## src/rtl/branch_loop_pkg.sv

```systemverilog
package branch_loop_pkg;
  localparam int SEL_W = 5;

  typedef enum logic [1:0] {
    CNT_LOOP_NZ = 2'd0,
    CNT_LOOP_Z  = 2'd1,
    CNT_LOOP    = 2'd2,
    CNT_JZERO   = 2'd3
  } cnt_form_e;

  typedef struct packed {
    logic c;
    logic z;
    logic s;
    logic o;
    logic p;
  } flags_t;

  // Base predicate for a pair of condition codes (code[3:1]).
  function automatic logic base_pred(input logic [2:0] pair, input flags_t f);
    logic r;
    case (pair)
      3'd0: r = f.o;
      3'd1: r = f.c;
      3'd2: r = f.z;
      3'd3: r = f.c | f.z;
      3'd4: r = f.s;
      3'd5: r = f.p;
      3'd6: r = f.s ^ f.o;
      default: r = (f.s ^ f.o) | f.z;
    endcase
    return r;
  endfunction
endpackage

```

## src/rtl/bl_cond_eval.sv

```systemverilog
module bl_cond_eval
  import branch_loop_pkg::*;
(
  input  logic [3:0] code,
  input  flags_t     flags,
  output logic       cond_true
);
  logic base;
  always_comb begin
    base      = base_pred(code[3:1], flags);
    cond_true = base ^ code[0];
  end
endmodule

```

## src/rtl/bl_count_unit.sv

```systemverilog
module bl_count_unit
  import branch_loop_pkg::*;
#(
  parameter int CNT_W = 16
) (
  input  logic             active,
  input  logic [1:0]       form,
  input  logic             zf,
  input  logic [CNT_W-1:0] cnt_in,
  output logic [CNT_W-1:0] cnt_next,
  output logic             cnt_take
);
  logic [CNT_W-1:0] dec;
  logic             dec_nz;
  logic             cnt_zero;

  always_comb begin
    dec      = cnt_in - CNT_W'(1);
    dec_nz   = |dec;
    cnt_zero = ~|cnt_in;
    cnt_next = cnt_in;
    cnt_take = 1'b0;
    if (active) begin
      case (cnt_form_e'(form))
        CNT_LOOP_NZ: begin cnt_next = dec; cnt_take = dec_nz & ~zf; end
        CNT_LOOP_Z:  begin cnt_next = dec; cnt_take = dec_nz & zf;  end
        CNT_LOOP:    begin cnt_next = dec; cnt_take = dec_nz;       end
        default:     begin cnt_take = cnt_zero;                     end
      endcase
    end
  end
endmodule

```

## src/rtl/bl_target_calc.sv

```systemverilog
module bl_target_calc #(
  parameter int ADDR_W = 16,
  parameter int DISP_W = 8
) (
  input  logic [ADDR_W-1:0] ip_cur,
  input  logic [DISP_W-1:0] offset,
  output logic [ADDR_W-1:0] ip_target
);
  localparam int EXT_W = ADDR_W - DISP_W;
  logic [ADDR_W-1:0] ext;

  generate
    if (EXT_W > 0) begin : g_ext
      assign ext = {{EXT_W{offset[DISP_W-1]}}, offset};
    end else begin : g_trunc
      assign ext = offset[ADDR_W-1:0];
    end
  endgenerate

  assign ip_target = ip_cur + ext;
endmodule

```

## src/rtl/branch_loop_eval.sv

```systemverilog
module branch_loop_eval
  import branch_loop_pkg::*;
#(
  parameter int ADDR_W = 16,
  parameter int DISP_W = 8
) (
  input  logic [4:0]        sel,
  input  logic              flag_c,
  input  logic              flag_z,
  input  logic              flag_s,
  input  logic              flag_o,
  input  logic              flag_p,
  input  logic [ADDR_W-1:0] cx_in,
  input  logic [ADDR_W-1:0] ip_in,
  input  logic [DISP_W-1:0] disp,
  output logic              taken,
  output logic [ADDR_W-1:0] next_ip,
  output logic [ADDR_W-1:0] cx_out
);
  flags_t            flags;
  logic              is_count_form;
  logic              is_reserved;
  logic              cond_true;
  logic              cnt_take;
  logic [ADDR_W-1:0] branch_target;

  assign flags         = '{c: flag_c, z: flag_z, s: flag_s, o: flag_o, p: flag_p};
  assign is_count_form = sel[4] & ~|sel[3:2];
  assign is_reserved   = sel[4] & |sel[3:2];

  bl_cond_eval u_cond (
    .code      (sel[3:0]),
    .flags     (flags),
    .cond_true (cond_true)
  );

  bl_count_unit #(.CNT_W(ADDR_W)) u_count (
    .active   (is_count_form),
    .form     (sel[1:0]),
    .zf       (flag_z),
    .cnt_in   (cx_in),
    .cnt_next (cx_out),
    .cnt_take (cnt_take)
  );

  bl_target_calc #(.ADDR_W(ADDR_W), .DISP_W(DISP_W)) u_target (
    .ip_cur    (ip_in),
    .offset    (disp),
    .ip_target (branch_target)
  );

  always_comb begin
    if (!sel[4])          taken = cond_true;
    else if (is_reserved) taken = 1'b0;
    else                  taken = cnt_take;
    next_ip = taken ? branch_target : ip_in;
  end
endmodule

```

## config.mk

```make
export PLATFORM = sky130hd
export DESIGN_NAME = branch_loop_eval
export DESIGN_NICKNAME = d
export VERILOG_FILES = /design/src/rtl/branch_loop_pkg.sv /design/src/rtl/bl_cond_eval.sv /design/src/rtl/bl_count_unit.sv /design/src/rtl/bl_target_calc.sv /design/src/rtl/branch_loop_eval.sv
export SDC_FILE = /design/constraint.sdc
export NUM_CORES = 1
export LEC_CHECK = 0
export BUFFER_PORTS_ARGS = -buffer_cell sky130_fd_sc_hd__buf_4
export CAP_MARGIN = 20
export CORE_ASPECT_RATIO = 2
export CORE_MARGIN = 3
export CORE_UTILIZATION = 49
export DETAILED_ROUTE_END_ITERATION = 6
export PLACE_DENSITY = 0.85
export SYNTH_ARGS = -nofsm -noshare
export SYNTH_HDL_FRONTEND = slang
export SYNTH_HIERARCHICAL = 1
export SYNTH_SLANG_ARGS = --single-unit
```

## constraint.sdc

```tcl
create_clock -name vclk -period 2.7
set_input_delay 0.27 -clock vclk [all_inputs]
set_output_delay 0.27 -clock vclk [all_outputs]
set_load 0.02 [all_outputs]
```

# Yosys cells after proc, flatten, opt, wreduce, memory -nomap -nowiden
# Cells that the tools add are included.
[totals] register_bits=0 input_bits=50 wordCells=35
[classes] eq_ne=8 reduce_logical=8 add_sub_neg=2 bitwise_logic=9 muxes=8
[op_table] operator="16-bit two-way mux" count=3
[op_table] operator="16-bit OR reduction" count=2
[op_table] operator="16-bit adder" count=1
[op_table] operator="16-bit by 1-bit subtractor with 16-bit output, second input constant" count=1
[op_table] operator="3-bit equality test, second input constant" count=3
[op_table] operator="1-bit one-hot mux with 7 select lines" count=1
[op_table] operator="3-bit by 2-bit equality test with 1-bit output, second input constant" count=2
[op_table] operator="1-bit AND" count=4
[op_table] operator="3-bit by 1-bit equality test with 1-bit output, second input constant" count=1
[op_table] operator="3-bit zero test" count=1
[op_table] operator="1-bit two-way mux" count=3
[op_table] operator="1-bit one-hot mux with 3 select lines" count=1
[op_table] operator="3-bit OR reduction" count=1
[op_table] operator="2-bit by 1-bit equality test with 1-bit output, second input constant" count=1
[op_table] operator="2-bit equality test, second input constant" count=1
[op_table] operator="1-bit zero test" count=2
[op_table] operator="2-bit zero test" count=1
[op_table] operator="1-bit bitwise OR" count=2
[op_table] operator="2-bit OR reduction" count=1
[op_table] operator="1-bit bitwise XOR" count=2
[op_table] operator="1-bit NOT" count=1

# Longest topological paths before layout
[depth] depth_word=8 mapped_depth=11 ltp_nobuf=9

# Cells and area by module
# The synthesis kept the hierarchy.
[by_module_without_submodules] module="bl_target_calc" n_inst=1 area_per_inst_um2=805.8 seq_area_each_um2=0.0 cells_per_inst=104
[by_module_without_submodules] module="bl_count_unit" n_inst=1 area_per_inst_um2=500.5 seq_area_each_um2=0.0 cells_per_inst=74
[by_module_without_submodules] module="branch_loop_eval" n_inst=1 area_per_inst_um2=281.5 seq_area_each_um2=0.0 cells_per_inst=22
[by_module_without_submodules] module="bl_cond_eval" n_inst=1 area_per_inst_um2=81.3 seq_area_each_um2=0.0 cells_per_inst=12

# Worst setup path after synthesis
# OpenSTA, ideal clock, no wires.
[synth_path] kind="input port to output port" from="in cx_in[0]" to="out next_ip[10]" stages=11 path_slack_ns=0.221 required_time_ns=2.430 path_buffers=2 arrival_time_ns=2.209 cell_sequence="inv_1 -> ha_1 -> buf_2 -> nand3b_1 -> o41ai_1 -> nand3_1 -> a2111oi_2 -> o22ai_1 -> a31oi_4 -> buf_12 -> mux2_4"
[synth_via] elab_chain_cells=8 word_cells_on_any_way=11 cone_classes="add/sub (1); mux (5); bitwise (2); reduce/logical (3)"
[synth_rtl] element="start: declaration" line="branch_loop_eval.sv:13" text="input logic [ADDR_W-1:0] cx_in,"
[synth_rtl] element="16-bit by 1-bit subtractor with 16-bit output" line="bl_count_unit.sv:18" text="dec = cnt_in - CNT_W'(1);"
[synth_rtl] element="16-bit OR reduction" line="bl_count_unit.sv:19" text="dec_nz = |dec;"
[synth_rtl] element="1-bit AND, on equally long branches" line="bl_count_unit.sv:26, bl_count_unit.sv:25"
[synth_rtl] element="1-bit one-hot mux with 3 select lines *" line="bl_count_unit.sv:24" text="case (cnt_form_e'(form))"
[synth_rtl] element="1-bit two-way mux *" line="bl_count_unit.sv:23" text="if (active) begin"
[synth_rtl] element="named net cnt_take" line="branch_loop_eval.sv:24" text="logic cnt_take;"
[synth_rtl] element="1-bit two-way mux *" line="branch_loop_eval.sv:54" text="else if (is_reserved) taken = 1'b0;"
[synth_rtl] element="1-bit two-way mux *" line="branch_loop_eval.sv:53" text="if (!sel[4]) taken = cond_true;"
[synth_rtl] element="16-bit two-way mux *" line="branch_loop_eval.sv:56" text="next_ip = taken ? branch_target : ip_in;"
[synth_rtl] element="end: declaration" line="branch_loop_eval.sv:17" text="output logic [ADDR_W-1:0] next_ip,"
# Mark *: on every way through the listed nets, which the timed path passes. The rest lies on a longest branch.

# Worst setup path in the final report
[layout_path] from="in cx_in[1]" to="out next_ip[0]"
# The elaborated chain is that of the path after synthesis.

==> impl_metrics.py <==
metrics = {
    "run_status": {
        "status": "completed",
    },
    "final_layout": {
        "design_area_sq_um": 2570,
        "seq_area_sq_um": 0,
        "syn_to_final_growth_pct": 53.8,
        "diodes": 0,
        "nFlopsAndLatches": 0,
        "layout-drive-gt1-share_pct": 47.7,
        "final_nets": 368,
        "clkbuf_count": 0,
        "fin_cells": 329,
        "fillers": 212,
    },
    "placed_design": {
        "post-place-ws_ps": -9.14,
        "io_buffers": 83,
        "place_inst": 325,
        "dpl.hpwl_um": 4250,
        "gp_congestion": 0.878,
        "dpl_cell_area_sq_um": 2340,
    },
    "timing": {
        "fin_crit_sh_pct": 99.7,
        "slew_viol_final": 0,
        "hold_violations": 0,
        "slew_headroom_pct": 74.8,
        "hold_slack_ps": 852,
        "fin_crit_ps": 2690,
        "rsz0062_at_grt": "yes",
        "setup_ws_ps": 7.78,
        "setup_viol": 0,
        "fmax_mhz": 371,
        "worst_slew_pin_slew_ps": 374,
    },
    "grt": {
        "grt_first_pass_wirelength_um": 7950,
        "grt_usage_pct": 24.2,
        "overflow": 0,
        "grt_pass1_vias": 1981,
        "antenna_found_initial": 0,
        "grt_max_degree": 12,
    },
    "critical_path": {
        "path_class": "primary input to primary output",
        "cp_num_cells": 11,
        "worstPathArrival_ps": 2420,
        "path_cells": "buf_4 > nor4_1 > nand4_1 > xnor2_2 > a2111oi_4 > o22ai_2 > a31oi_4 > buf_6 > buf_12 > mux2_4 > buf_6",
        "required_ps": 2430,
        "worstSetupEndpoint": "next_ip[0]",
        "critPathTopFamily": "compound AO/OA/AOI/OAI gates",
        "critPathBufInv": 4,
        "critPathLaunch": "cx_in[1]",
        "slowest_stage": "nor4_1",
        "crit_path_frequent_cell": "buf_6",
        "slowest_delay_ps": 310,
        "crit_fanout": 8,
        "end_kind": "primary output",
        "startpoint_type": "primary input",
    },
    "floorplanning": {
        "start_util_pct": 51.7,
        "pin_count": 83,
        "num_rows": 29,
        "die_w_um": 47.3,
        "dieHeight_um": 88.5,
        "core_sq_um": 3230,
        "die_area_sq_um": 4190,
    },
    "detailed_routing": {
        "via_per_inst": 6.12,
        "wire_per_inst_um": 16.4,
        "drtAntennaViolNets": 0,
        "drc_errors": 0,
        "drt_iter0_drc": 66,
        "num_vias": 2015,
        "dr.pass1.iters": 4,
        "wirelength_um": 5400,
    },
    "logic_synthesis": {
        "netlist_instances": 212,
        "synth.top_cell.area_share_pct": 12.7,
        "yosysMostFrequentCell": "nand2_1",
        "synthesis.nets": 280,
        "synthTopCellsByCount": "nand2_1, xnor2_1, ha_1",
        "synth-seq-area-share_pct": 0,
        "synth.yosys.warnings": 6,
        "syn_area_per_cell_sq_um": 7.87,
        "yosys.area.top_type": "ha_1",
        "synth_area_sq_um": 1670,
        "synth_cell_types": 59,
        "synth_area_leaders": "ha_1, xnor2_1, mux2_4",
    },
    "power": {
        "power_frac_seq_pct": 0,
        "clock_power_share_pct": 0,
        "swShare_pct": 48.2,
        "ir_worst_vdd_mv": 0.155,
        "powerDensity_nw_per_um2": 253,
        "switchingPower_w": 0.000313,
        "p_comb_share_pct": 100.0,
        "p_leak_nw": 1.20,
        "internal_power_w": 0.000337,
    },
    "hold_path": {
        "hold-path-cell-count": 3,
        "hp-class": "primary input to primary output",
    },
    "clock_tree": {
        "ctsHoldBuffers": 0,
    },
    "run": {
        "maxCapViolCount": 0,
    },
}
-- worst min-delay path: stages --
cell and delay, ps:
buf_6 100, xor2_1 60, buf_4 150
-- cell families after synthesis --
| group | Yosys count | synth area share, % |
|---|---|---|
| and+or+nand+nor | 82 | 28.6 |
| buffers and inverters | 13 | 4.65 |
| xor gates and xnor gates | 32 | 16.8 |
| muxes | 19 | 14.6 |
| AOI/OAI and AO/OA | 48 | 21.4 |
| adders and majority gates | 18 | 13.9 |
-- metal layers --
metal / track usage [%] / routed length (um)
met1: 19.8 / 1760
met2: 51.6 / 3160
met3: 2.24 / 307
met4: 8.56 / 178
met5: 0 / 0
-- repair_timing --
action | 4_1_cts | 5_1_grt
endpoints found under the setup margin | 5 | 16
gates cloned | 1 | 0
setup buffers | 1 | 2
pin swaps | 4 | 9
gates resized for setup | 2 | 38
-- worst min-delay path by stage --
stage | slack [ps] | end | startpoint
after floorplan | 670 | cx_out[10] | cx_in[10]
after global placement | 850 | cx_out[15] | cx_in[15]
final | 850 | cx_out[12] | cx_in[12]
after global routing | 860 | cx_out[12] | cx_in[12]
after CTS | 850 | cx_out[6] | cx_in[6]
after detailed placement | 850 | cx_out[6] | cx_in[6]
-- metrics by stage --
stage               TNS, ps  util (%)  power (W)
floorplan                 0         -   0.000358
global placement          0      72.5   0.000558
detailed placement    -21.6      72.5   0.000567
CTS                       0      74.0   0.000586
global route          -1370      79.5   0.000697
finish                    0      79.5   0.000650
-- placed cells by master, fill, tap and decap left out, types with 2 or more instances in the layout --
cell	n
nand3_1	10
ha_1	16
inv_1	4
buf_4	73
o21ai_1	5
nor4b_2	2
nand3b_1	2
o211ai_2	2
nor3_2	5
mux2i_1	3
nand4_1	5
nor2b_1	2
o21ai_0	3
nand2_1	21
nor4_1	3
nor3_1	2
buf_6	19
a21oi_1	14
nor2_2	2
a21o_1	5
nor2_1	12
mux2_4	16
xnor2_1	18
or3_1	2
xor2_1	13
-- final cells by class --
type / instances / area [sq um] / share of cell area, %
inverter: 4 / 15.0 / 0.585
timing repair buffer: 95 / 825 / 32.1
multi-input combinational: 199 / 1690 / 65.8
tap: 31 / 38.8 / 1.51
-- power by group through the flow --
stage               clock, W  combinational, W  sequential (W)
CTS                        0          0.000586               0
global placement           0          0.000558               0
global route               0          0.000697               0
detailed placement         0          0.000567               0
floorplan                  0          0.000358               0
finish                     0          0.000650               0
Note: power is estimated with default switching activity, not from simulation.
